**config.mk**
```make
export PLATFORM = sky130hd
export DESIGN_NAME = vcom_i2c_target
export DESIGN_NICKNAME = d
export VERILOG_FILES = /design/src/rtl/vcom_pkg.sv /design/src/rtl/vcom_bus_sync.sv /design/src/rtl/vcom_cmd_fsm.sv /design/src/rtl/vcom_i2c_target.sv
export SDC_FILE = /design/constraint.sdc
export NUM_CORES = 1
export LEC_CHECK = 0
export ABC_AREA = 1
export BUFFER_PORTS_ARGS = -buffer_cell sky130_fd_sc_hd__buf_2
export CAP_MARGIN = 10
export CORE_MARGIN = 5
export CORE_UTILIZATION = 60
export DETAILED_ROUTE_END_ITERATION = 16
export GPL_TIMING_DRIVEN = 0
export PLACE_DENSITY = 0.84
export RECOVER_POWER = 50
export SYNTH_ARGS = -nofsm -noshare
export SYNTH_HDL_FRONTEND = slang
export SYNTH_SLANG_ARGS = --single-unit
```
**constraint.sdc**
```tcl
create_clock -name clk -period 3.1 [get_ports clk]
set_input_delay 0.31 -clock clk [delete_from_list [all_inputs] [get_ports clk]]
set_output_delay 0.31 -clock clk [all_outputs]
set_load 0.05 [all_outputs]
```
**src/rtl/vcom_pkg.sv**
```systemverilog
package vcom_pkg;

    typedef enum logic [2:0] {
        ST_IDLE,
        ST_ADDR,
        ST_ADDR_ACK,
        ST_WDATA,
        ST_WDATA_ACK,
        ST_RDATA,
        ST_RDATA_ACK,
        ST_SKIP
    } vcom_state_e;

endpackage

```
**src/rtl/vcom_bus_sync.sv**
```systemverilog
module vcom_bus_sync #(
    parameter int unsigned STAGES = 2
) (
    input  logic clk,
    input  logic rst_n,
    input  logic scl_i,
    input  logic sda_i,
    output logic sda_lvl,
    output logic scl_rise,
    output logic scl_fall,
    output logic start_det,
    output logic stop_det
);

    // STAGES must be at least 2
    logic [STAGES-1:0] scl_sh;
    logic [STAGES-1:0] sda_sh;
    logic              scl_q;
    logic              sda_q;
    logic              scl_now;

    always_ff @(posedge clk or negedge rst_n) begin
        if (!rst_n) begin
            scl_sh <= '1;
            sda_sh <= '1;
            scl_q  <= 1'b1;
            sda_q  <= 1'b1;
        end else begin
            scl_sh <= {scl_sh[STAGES-2:0], scl_i};
            sda_sh <= {sda_sh[STAGES-2:0], sda_i};
            scl_q  <= scl_sh[STAGES-1];
            sda_q  <= sda_sh[STAGES-1];
        end
    end

    assign scl_now   = scl_sh[STAGES-1];
    assign sda_lvl   = sda_sh[STAGES-1];
    assign scl_rise  = scl_now & ~scl_q;
    assign scl_fall  = ~scl_now & scl_q;
    assign start_det = scl_now & scl_q & sda_q & ~sda_lvl;
    assign stop_det  = scl_now & scl_q & ~sda_q & sda_lvl;

endmodule

```
**src/rtl/vcom_cmd_fsm.sv**
```systemverilog
module vcom_cmd_fsm
    import vcom_pkg::*;
#(
    parameter int unsigned DATA_W = 8,
    parameter logic [DATA_W-3:0] DEV_ADDR = 6'b100111
) (
    input  logic              clk,
    input  logic              rst_n,
    input  logic              sda_lvl,
    input  logic              scl_rise,
    input  logic              scl_fall,
    input  logic              start_det,
    input  logic              stop_det,
    input  logic              wp_en,
    input  logic [DATA_W-1:0] cur_val,
    output logic              sda_drive,
    output logic              wr_stb,
    output logic [DATA_W-1:0] wr_val,
    output logic              prog_stb
);

    localparam int unsigned CNT_W   = $clog2(DATA_W + 1);
    localparam logic [CNT_W-1:0] FULL = CNT_W'(DATA_W);
    localparam logic [CNT_W-1:0] LAST = CNT_W'(DATA_W - 1);

    vcom_state_e       state, nxt;
    logic [DATA_W-1:0] sh;
    logic [CNT_W-1:0]  cnt;
    logic              rw_q;
    logic              psel_q;
    logic              hit;
    logic              byte_done;

    assign hit       = (sh[DATA_W-1:2] == DEV_ADDR);
    assign byte_done = scl_fall && (cnt == FULL);

    // next-state logic
    always_comb begin
        nxt = state;
        if (stop_det) begin
            nxt = ST_IDLE;
        end else if (start_det) begin
            nxt = ST_ADDR;
        end else begin
            unique case (state)
                ST_IDLE:      nxt = ST_IDLE;
                ST_ADDR:      if (byte_done) nxt = hit ? ST_ADDR_ACK : ST_SKIP;
                ST_ADDR_ACK:  if (scl_fall) nxt = rw_q ? ST_RDATA : ST_WDATA;
                ST_WDATA:     if (byte_done) nxt = ST_WDATA_ACK;
                ST_WDATA_ACK: if (scl_fall) nxt = ST_SKIP;
                ST_RDATA:     if (scl_fall && cnt == LAST) nxt = ST_RDATA_ACK;
                ST_RDATA_ACK: if (scl_fall) nxt = ST_SKIP;
                ST_SKIP:      nxt = ST_SKIP;
                default:      nxt = ST_IDLE;
            endcase
        end
    end

    // state register
    always_ff @(posedge clk or negedge rst_n) begin
        if (!rst_n) state <= ST_IDLE;
        else        state <= nxt;
    end

    // shift register, bit counter and header fields
    always_ff @(posedge clk or negedge rst_n) begin
        if (!rst_n) begin
            sh     <= '0;
            cnt    <= '0;
            rw_q   <= 1'b0;
            psel_q <= 1'b0;
        end else if (start_det || stop_det) begin
            cnt <= '0;
        end else begin
            unique case (state)
                ST_ADDR: begin
                    if (scl_rise) begin
                        sh  <= {sh[DATA_W-2:0], sda_lvl};
                        cnt <= cnt + 1'b1;
                    end
                    if (byte_done && hit) begin
                        rw_q   <= sh[0];
                        psel_q <= sh[1];
                    end
                end
                ST_WDATA: begin
                    if (scl_rise) begin
                        sh  <= {sh[DATA_W-2:0], sda_lvl};
                        cnt <= cnt + 1'b1;
                    end
                end
                ST_ADDR_ACK: begin
                    if (scl_fall) begin
                        cnt <= '0;
                        if (rw_q) sh <= cur_val;
                    end
                end
                ST_RDATA: begin
                    if (scl_fall) begin
                        sh  <= {sh[DATA_W-2:0], 1'b0};
                        cnt <= cnt + 1'b1;
                    end
                end
                default: ;
            endcase
        end
    end

    // outputs
    always_comb begin
        sda_drive = 1'b0;
        wr_stb    = 1'b0;
        prog_stb  = 1'b0;
        wr_val    = sh;
        unique case (state)
            ST_ADDR_ACK,
            ST_WDATA_ACK: sda_drive = 1'b1;
            ST_RDATA:     sda_drive = ~sh[DATA_W-1];
            ST_WDATA: begin
                wr_stb   = byte_done && psel_q && wp_en;
                prog_stb = byte_done && !psel_q && wp_en;
            end
            default: ;
        endcase
    end

endmodule

```
**src/rtl/vcom_i2c_target.sv**
```systemverilog
module vcom_i2c_target #(
    parameter int unsigned DATA_W      = 8,
    parameter int unsigned SYNC_STAGES = 2,
    parameter logic [DATA_W-3:0] DEV_ADDR  = 6'b100111,
    parameter logic [DATA_W-1:0] RESET_VAL = '0
) (
    input  logic              clk,
    input  logic              rst_n,
    input  logic              scl_i,
    input  logic              sda_i,
    output logic              sda_oe_o,
    input  logic              wp_en_i,
    input  logic              nv_load_i,
    input  logic [DATA_W-1:0] nv_data_i,
    output logic [DATA_W-1:0] dac_o,
    output logic              prog_req_o,
    output logic [DATA_W-1:0] prog_data_o
);

    logic              sda_lvl, scl_rise, scl_fall, ev_start, ev_stop;
    logic              bus_wr_stb, bus_prog_stb;
    logic [DATA_W-1:0] bus_wr_val;
    logic [DATA_W-1:0] dac_q;
    logic              prog_q;
    logic [DATA_W-1:0] prog_val_q;

    vcom_bus_sync #(.STAGES(SYNC_STAGES)) u_sync (
        .clk       (clk),
        .rst_n     (rst_n),
        .scl_i     (scl_i),
        .sda_i     (sda_i),
        .sda_lvl   (sda_lvl),
        .scl_rise  (scl_rise),
        .scl_fall  (scl_fall),
        .start_det (ev_start),
        .stop_det  (ev_stop)
    );

    vcom_cmd_fsm #(.DATA_W(DATA_W), .DEV_ADDR(DEV_ADDR)) u_fsm (
        .clk       (clk),
        .rst_n     (rst_n),
        .sda_lvl   (sda_lvl),
        .scl_rise  (scl_rise),
        .scl_fall  (scl_fall),
        .start_det (ev_start),
        .stop_det  (ev_stop),
        .wp_en     (wp_en_i),
        .cur_val   (dac_q),
        .sda_drive (sda_oe_o),
        .wr_stb    (bus_wr_stb),
        .wr_val    (bus_wr_val),
        .prog_stb  (bus_prog_stb)
    );

    // setting register: storage load wins over a bus write
    always_ff @(posedge clk or negedge rst_n) begin
        if (!rst_n)          dac_q <= RESET_VAL;
        else if (nv_load_i)  dac_q <= nv_data_i;
        else if (bus_wr_stb) dac_q <= bus_wr_val;
    end

    always_ff @(posedge clk or negedge rst_n) begin
        if (!rst_n) begin
            prog_q     <= 1'b0;
            prog_val_q <= '0;
        end else begin
            prog_q <= bus_prog_stb;
            if (bus_prog_stb) prog_val_q <= dac_q;
        end
    end

    assign dac_o       = dac_q;
    assign prog_req_o  = prog_q;
    assign prog_data_o = prog_val_q;

endmodule

```
==> run metrics, run 1 <==
status=finished with violations; failing checks=max-capacitance violations, max-slew violations; width of the die=69.0 microns; Post-Syn Area=2090 sq um; post-DP HPWL=roughly 3.3 mm; Core ar.=3360 sq um; Hold-fix buffers, CTS=0; ANT nets after route=0; via count=1821; Sw Share=45.2%; endpoints failing hold=0; multiplexer share of the synthesized area=0%; maximum clock frequency=approximately 560 MHz; Final Setup Violations=0; P_int=1.07 mW; Synth Area in Simple Gates=33.6%; global-route wire length before repair=7.40 mm; CP max FO=6; final WL=4.20 mm; largest net degree at the start of global routing=just over 40; crit path DAT=1460 ps; Total Nets Final=334; full die area=4770 sq um; Synth Warn #=0; worst vdd ir=roughly 0.49 mV; Max-Cap Viols=1; DRT Pass-1 Iters=4; share of power burned in combinational logic=45.3%; commonest non-fill, non-tap cell in the layout=nand2_1; largest family of logic cells by synthesized area=simple AND/OR/NAND/NOR gates; fin crit share=57.2%; Slew HR=-37.4%; post-CTS setup buffers=0; Worst Max-Slew Pin Slew=2060 ps; vias in the first global route=about 1700; Clk pin slew, worst setup/hold paths=120 ps; async set-reset flop share out of synthesis=100%; row count=21; Residual DRC=0; switching power=0.879 mW; via/cell ratio=4.99; Layout area overhead=13.6%; CTS buffer count=5; Critical Path RT=2790 ps; syn nets=297; sequential area share after synthesis=48.2%; Netlist cell types=26; htree depth=2; Initial DRC Count=117; Seq cells post-synth=40; EDFF count, synth=0; Synth Area in XOR/XNOR=less than 1%; Port-buffer cells=30; number of diodes=0; GRT Total Usage=18.9%; Clock Latency Late Sink=360 ps; Synth Instances=281; # resized after CTS=0; ys flop type=dfrtp_1; Routed wire per std cell=11.5 microns; crit end category=output pin; worst min-delay path category=in2reg; clock power share=17.6%; clock buffer depth=2; syn avg cell area=7.44 sq um; Die Y=approximately 69 microns; Root Driver=clkbuf_4; most frequent cells in the layout=nand2_1 (101), inv_1 (36), dfrtp_1 (34); Pleak=1.26 nW; Placer Congestion=just under 0.9; initial antenna violation count=0; RSZ-0062 raised after global routing=false; Seq pwr share=37.1%; CP Class=reg2out; Adder-Cell Fraction of Synth Area=1.20%; CTS tree=built; skew final=8.96 ps; total power=about 1.9 mW; grt ovf=0; setup TNS=0 ps; CTS sink cnt=40; crit start category=flop; Max Slew Vio Count=41; post-synthesis compound-gate area fraction=7.72%; Pwr per Cell Area=between 800 and 900 nW/um^2; initial core utilization=62.2%; share of cells above drive strength 1=between 15 and 20%; fin crit period=1770 ps; Ports=32
[final cells by class]
| type | instances | area [sq um] |
|---|---|---|
| clock buffers | 5 | 37.5 |
| well taps | 46 | 57.6 |
| plain buffers | 7 | 35.0 |
| inverters | 40 | 150 |
| repair buffers | 30 | 146 |
| multi-input cells | 194 | 897 |
| fillers | 294 | 988 |
| flip-flops and latches | 40 | 1010 |
| clock inverters | 3 | 42.5 |
[final timing paths]
check | from | to | slack (ps) | depth (start not counted)
worst min register to register | u_sync.sda_sh[0] | u_sync.sda_sh[1] | 370 | 0
worst max-delay path | u_fsm.state[0] | sda_oe_o | 1330 | 4
worst min-delay path | sda_i | u_sync.sda_sh[0] | 40 | 1
min in group asynchronous | rst_n | u_fsm.cnt[1] | 530 | 1
worst max register to register | u_sync.scl_q | prog_data_o[6] | 1430 | 8
max in group asynchronous | rst_n | u_fsm.wr_val[0] | 1400 | 1
[cell families after synthesis]
group | count (synthesis)
simple gates | 162
xor+xnor | 1
compound gates | 29
buf+inv | 47
fa+ha+maj | 2
flops | 40
[flip-flops by register name (all words and copies together) (netlist names)]
signal / cells
dac_o: 8
prog_data_o: 8
prog_req_o: 1
u_fsm.cnt: 4
u_fsm.psel_q: 1
u_fsm.rw_q: 1
u_fsm.state: 3
u_fsm.wr_val: 8
u_sync.scl_q: 1
u_sync.scl_sh: 2
u_sync.sda_q: 1
u_sync.sda_sh: 2
[per-layer routing]
layer,wire length [microns],up-vias,GRT usage [%]
met5,0,-,0
met4,56,0,5.86
met3,232,6,6.54
met2,1960,36,29.8
met1,1950,825,24.6
li1,-,954,-
[synth_stat cells (2+ instances only)]
cell / instances / area share, %
nand2_1: 101 / 18
nand3_2: 3 / 1.4
nor2_1: 20 / 3.6
ha_1: 2 / 1.2
a21oi_1: 3 / 0.72
nand4_1: 11 / 3.3
inv_2: 4 / 0.72
clkbuf_1: 2 / 0.36
inv_1: 36 / 6.5
nor2_2: 4 / 1.2
dfrtp_1: 34 / 41
buf_2: 4 / 0.96
nand3_1: 17 / 4.1
o21ai_0: 15 / 3.6
o21ai_1: 9 / 2.2
dfstp_2: 6 / 7.5
[power by group through the flow]
| stage | Combinational [mW] | Sequential [mW] | Clock [mW] |
|---|---|---|---|
| floorplan | 0.623 | 0.789 | 0 |
| global placement | 0.869 | 0.726 | 0 |
| detailed placement | 0.880 | 0.731 | 0 |
| CTS | 0.885 | 0.721 | 0.348 |
| global route | 1.01 | 0.738 | 0.369 |
| finish | 0.882 | 0.722 | 0.342 |
[metrics by stage]
stage	std cells	hold slack (ps)	worst slack [ps]	area, sq um	utilization [%]
2_1_floorplan	281	14.4	1600	2090	-
3_3_place_gp	357	346	1450	2300	68.3
3_5_place_dp	357	349	1410	2300	68.3
4_1_cts	365	32.2	1330	2380	70.7
5_1_grt	365	19.0	938	2370	70.6
6_report	365	44.5	1330	2370	70.6
[worst max-delay path, stage by stage, from the launching register on]
cell     delay, ps
dfrtp_1        490
inv_2          140
nand3_2        130
nand2_1         90
buf_2          260
No activity file was read; power rests on OpenSTA's default activity.
==> inputs of run 2 (changes only) <==
--- a/config.mk
+++ b/config.mk
@@ -9,10 +9,10 @@
 export BUFFER_PORTS_ARGS = -buffer_cell sky130_fd_sc_hd__buf_2
 export CAP_MARGIN = 10
 export CORE_MARGIN = 5
-export CORE_UTILIZATION = 60
+export CORE_UTILIZATION = 51
 export DETAILED_ROUTE_END_ITERATION = 16
 export GPL_TIMING_DRIVEN = 0
-export PLACE_DENSITY = 0.84
+export PLACE_DENSITY = 0.76
 export RECOVER_POWER = 50
 export SYNTH_ARGS = -nofsm -noshare
 export SYNTH_HDL_FRONTEND = slang
==> constraint.sdc (replaced) <==
create_clock -name clk -period 1.4 [get_ports clk]
set_input_delay 0.14 -clock clk [delete_from_list [all_inputs] [get_ports clk]]
set_output_delay 0.14 -clock clk [all_outputs]
set_load 0.05 [all_outputs]
==> run metrics, run 2 (synthesis gave the netlist of run 1 again) <==
Port-buffer cells=30; Max-Cap Viols=0; gr busiest metal=met2; maximum clock frequency=632 MHz; full die area=5480 sq um; Residual DRC=0; worst vdd ir=1.08 mV; Multi-input gate area=1110 sq um; row count=23; CTS tree=built; Layout area overhead=34.5%; failing checks=negative setup slack; initial core utilization=between 50 and 60%; fin crit period=between 1500 and 2000 ps; status=finished with violations; met3 Track Usage GR=2.97%; final WL=5.10 mm; vias in the first global route=roughly 1800; hold path cells=3; Pwr per Cell Area=1840 nW/um^2; Root Driver=clkbuf_8; RSZ-0062 raised after global routing=true; via/cell ratio=between 5 and 6; Clk pin slew, worst setup/hold paths=70 ps; crit path setup slack, layout=-183 ps; Final Setup Violations=31; Placed Cells=361; Max Slew Vio Count=0; Placer Congestion=0.873; width of the die=74.0 microns; DRT Pass-1 Iters=4; fill cell count=300; Initial DRC Count=128; Ports=32; CTS buffer count=5; worst min-delay path category=in2reg; ANT nets after route=0; fin crit share=113%; initial antenna violation count=0; number of diodes=0; commonest non-fill, non-tap cell in the layout=nand2_1; crit path DAT=approximately 1800 ps; skew final=around 2.8 ps; Die Y=74.0 microns; pre-CTS setup slack=-271 ps; htree depth=2; Clock Latency Late Sink=290 ps; Pleak=1.41 nW; Critical Path RT=1580 ps; most frequent cells in the layout=nand2_1 (79), inv_1 (32), dfrtp_1 (32); grt ovf=0; Total Nets Final=353; r2r worst-path depth=9; via count=1978; Routed wire per std cell=13.1 microns; crit start category=flop; CP Class=reg2reg; global-route wire length before repair=7.89 mm; endpoints failing hold=0; Slew HR=37.2%; M1 GR Usage=22.1%; largest net degree at the start of global routing=41; GRT Total Usage=about a fifth; crit end category=flop; Sequential Area=1010 sq um; clock buffer depth=2; CP max FO=10; Core ar.=4000 sq um; met2 Usage GRT=33.2%; Worst Max-Slew Pin Slew=about 940 ps; CTS sink cnt=40; share of cells above drive strength 1=about a third; fin cells=between 300 and 400; post-DP HPWL=3.31 mm
==> run 2: cell types whose count changed in the layout (fill, tap and decap cells not counted), sizes merged <==
cell,previous run,this run
buf,32,34
clkbuf,10,25
clkinv,1,2
clkinvlp,1,0
bufinv,1,0
dlygate4sd3,0,3
==> run 2: layout make-up <==
cell class / instances / area share (%)
multi-input cells: 194 / 39.4
flip-flops and latches: 40 / 35.9
repair buffers: 49 / 11.3
inverters: 40 / 5.69
clock buffers: 6 / 2.94
well taps: 50 / 2.22
plain buffers: 7 / 2.14
clock inverters: 2 / 0.356
==> run 2: final timing paths <==
kind | from | to | slack, ps
max in group asynchronous | rst_n | u_fsm.state[2] | 240
hold / removal | wp_en_i | prog_req_o | 100
setup / recovery | u_fsm.cnt[1] | prog_data_o[3] | -180
setup reg to reg | u_fsm.cnt[1] | prog_data_o[3] | -180
hold reg to reg | u_sync.sda_sh[0] | u_sync.sda_sh[1] | 360
min in group asynchronous | rst_n | prog_data_o[0] | 530
==> run 2: stage by stage <==
step                      utilization (%)  hold WS, ps  total power [mW]  area [sq um]  setup TNS, ps
after floorplan                         -         -156              3.14          2110           -211
after global placement               58.1          246              3.55          2320          -5350
after detailed placement             58.1          247              3.59          2320          -6470
after CTS                            65.5         96.3              4.72          2620          -3370
after global routing                 70.3         98.7              5.54          2810          -6890
final                                70.3          102              5.18          2810          -3970
==> run 2: critical path, stage by stage (launching register included) <==
cell,delay [ps]
dfrtp_1,400
inv_2,70
ha_4,130
nand3b_1,150
nor2_4,200
buf_6,130
nand3_4,60
buf_8,150
o21ai_2,130
inv_1,50
==> run 2: repair_timing <==
| action | 4_1_cts | 5_1_grt |
|---|---|---|
| setup buffers | 11 | 6 |
| hold buffers | 3 | 0 |
| gates resized for setup | 26 | 50 |
| gates cloned | 1 | 0 |
| endpoints found under the setup margin | 34 | 34 |
| pin swaps | 9 | 19 |
| endpoints found under the hold margin | 36 | 0 |
==> run 2: routing by layer <==
| metal | vias to the layer above | share of wire, % |
|---|---|---|
| met1 | 925 | 42 |
| met5 | - | 0 |
| met2 | 48 | 51 |
| met3 | 9 | 4.6 |
| li1 | 996 | - |
| met4 | 0 | 2.3 |
==> run 2: power by group <==
part / internal (mW) / leakage [nW] / switching (mW) / total, mW
combinational: 1.02 / 0.894 / 1.75 / 2.76
sequential: 1.40 / 0.469 / 0.246 / 1.64
clock: 0.393 / 0.0510 / 0.384 / 0.776
total: 2.81 / 1.41 / 2.38 / 5.18
==> inputs of run 3 (changes only) <==
--- a/config.mk
+++ b/config.mk
@@ -12,8 +12,9 @@
 export CORE_UTILIZATION = 51
 export DETAILED_ROUTE_END_ITERATION = 16
 export GPL_TIMING_DRIVEN = 0
-export PLACE_DENSITY = 0.76
+export PLACE_DENSITY_LB_ADDON = 0.15
 export RECOVER_POWER = 50
 export SYNTH_ARGS = -nofsm -noshare
 export SYNTH_HDL_FRONTEND = slang
 export SYNTH_SLANG_ARGS = --single-unit
+export TNS_END_PERCENT = 50
==> run metrics, run 3 (synthesis gave the netlist of run 1 again) <==
status=finished with violations; failing checks=negative setup slack; CP max FO=9; width of the die=around 74 microns; clock buffer depth=2; final WL=5.32 mm; Sequential Area=1010 sq um; post-DP HPWL=between 3 and 4 mm; crit end category=flop; Pwr per Cell Area=2000 nW/um^2; total power=5.90 mW; Final Setup Violations=32; Residual DRC=0; setup TNS=-1770 ps; Worst Max-Slew Pin Slew=863 ps; CTS tree=built; worst min-delay path category=in2reg; most frequent CP cell=buf_6; number of diodes=0; fin crit share=107%; Placed Instance Area=~2300 sq um; Ports=32; WHS=around 120 ps; grt ovf=0; Placed Cells=361; Slowest cell on crit path=dfstp_2; maximum clock frequency=around 670 MHz; via/cell ratio=5.07; global-route wire length before repair=about 8.6 mm; worst vdd ir=1.30 mV; initial antenna violation count=0; Clock Latency Late Sink=300 ps; RSZ-0062 raised after global routing=true; Max-Cap Viols=0; Pleak=1.49 nW; Placer Congestion=just over 0.8; commonest non-fill, non-tap cell in the layout=nand2_1; Die Y=74.0 microns; largest net degree at the start of global routing=41; crit start category=flop; CP Cell Sequence=inv_2 -> nor2_4 -> inv_4 -> buf_6 -> a21boi_4 -> buf_6 -> nand4_1 -> nand2_1; row count=23; Initial DRC Count=approximately 160; ANT nets after route=0; Max Slew Vio Count=0; crit path setup slack, layout=-96.3 ps; Port-buffer cells=30; fin crit period=roughly 1500 ps; vias in the first global route=1937; DRT Pass-1 Iters=4; Routed wire per std cell=between 10 and 15 microns; endpoints failing hold=0; Core ar.=4000 sq um; CTS sink cnt=40; via count=around 2000; htree depth=2; Slew HR=42.5%; Critical Path RT=1640 ps; initial core utilization=52.3%; most frequent cells in the layout=nand2_1 (79), inv_1 (34), dfrtp_1 (32); utilization after layout=73.9%; fill cell count=between 200 and 300; CP Class=reg2reg; pre-CTS setup slack=-228 ps; Layout area overhead=41.4%; share of cells above drive strength 1=36.8%; crit path DAT=1730 ps; Clk pin slew, worst setup/hold paths=80 ps; Root Driver=clkbuf_8; full die area=approximately 5500 sq um; CTS buffer count=5; Total Nets Final=360; skew final=5.11 ps; GRT Total Usage=20.6%; fin cells=395; Multi-input gate area=1120 sq um; post-route cell area=2960 sq um; Critical Path Max Stage Delay=550 ps
## run 3: cell types whose count changed in the layout (fill, tap and decap cells not counted), sizes merged
cell | before | now
clkinv | 2 | 0
clkbuf | 25 | 8
bufinv | 0 | 3
buf | 34 | 57
## run 3: routing by layer
layer	routed length, microns	vias to the layer above	track usage, %
met3	254	10	4.86
met4	114	0	9.86
met1	2180	934	25.6
li1	-	1013	-
met2	2780	44	33.8
met5	0	-	0
## run 3: layout make-up
| type | instances | share of cell area [%] |
|---|---|---|
| Buffer | 7 | 2.03 |
| Tap cell | 50 | 2.12 |
| Inverter | 40 | 5.42 |
| Clock buffer | 5 | 2.33 |
| Sequential cell | 40 | 34.2 |
| Timing Repair Buffer | 56 | 12.9 |
| Clock inverter | 3 | 3.05 |
| Multi-Input combinational cell | 194 | 38.0 |
## run 3: power breakdown
part	leakage, nW	internal (mW)	switching, mW	total, mW
Sequential	0.470	1.40	0.220	1.62
Combinational	0.945	1.17	1.82	2.99
Clock	0.0784	0.891	0.404	1.30
Total	1.49	3.46	2.44	5.90
## run 3: path summary, 6_finish.rpt
check | start | end | slack, ps | cells past startpoint
max reg2reg | u_sync.scl_q | u_fsm.wr_val[0] | -100 | 8
min in group asynchronous | rst_n | u_fsm.cnt[3] | 490 | 2
min | wp_en_i | prog_req_o | 120 | 3
max in group asynchronous | rst_n | u_fsm.state[0] | 310 | 2
min reg2reg | u_sync.sda_sh[0] | u_sync.sda_sh[1] | 360 | 0
max | u_sync.scl_q | u_fsm.wr_val[0] | -100 | 8
## run 3: critical path, delay by kind of cell, from the launching register on
| family | cells | cell delay [ps] |
|---|---|---|
| buf+inv | 4 | 390 |
| simple gates | 3 | 320 |
| flops | 1 | 550 |
| compound gates | 1 | 190 |
## run 3: repair_timing
| action | 4_1_cts | 5_1_grt |
|---|---|---|
| hold buffers | 3 | 0 |
| pin swaps | 11 | 20 |
| resized for setup | 38 | 34 |
| endpoints found under the hold margin | 36 | 0 |
| setup endpoints to repair | 34 | 34 |
| buffers inserted | 19 | 5 |
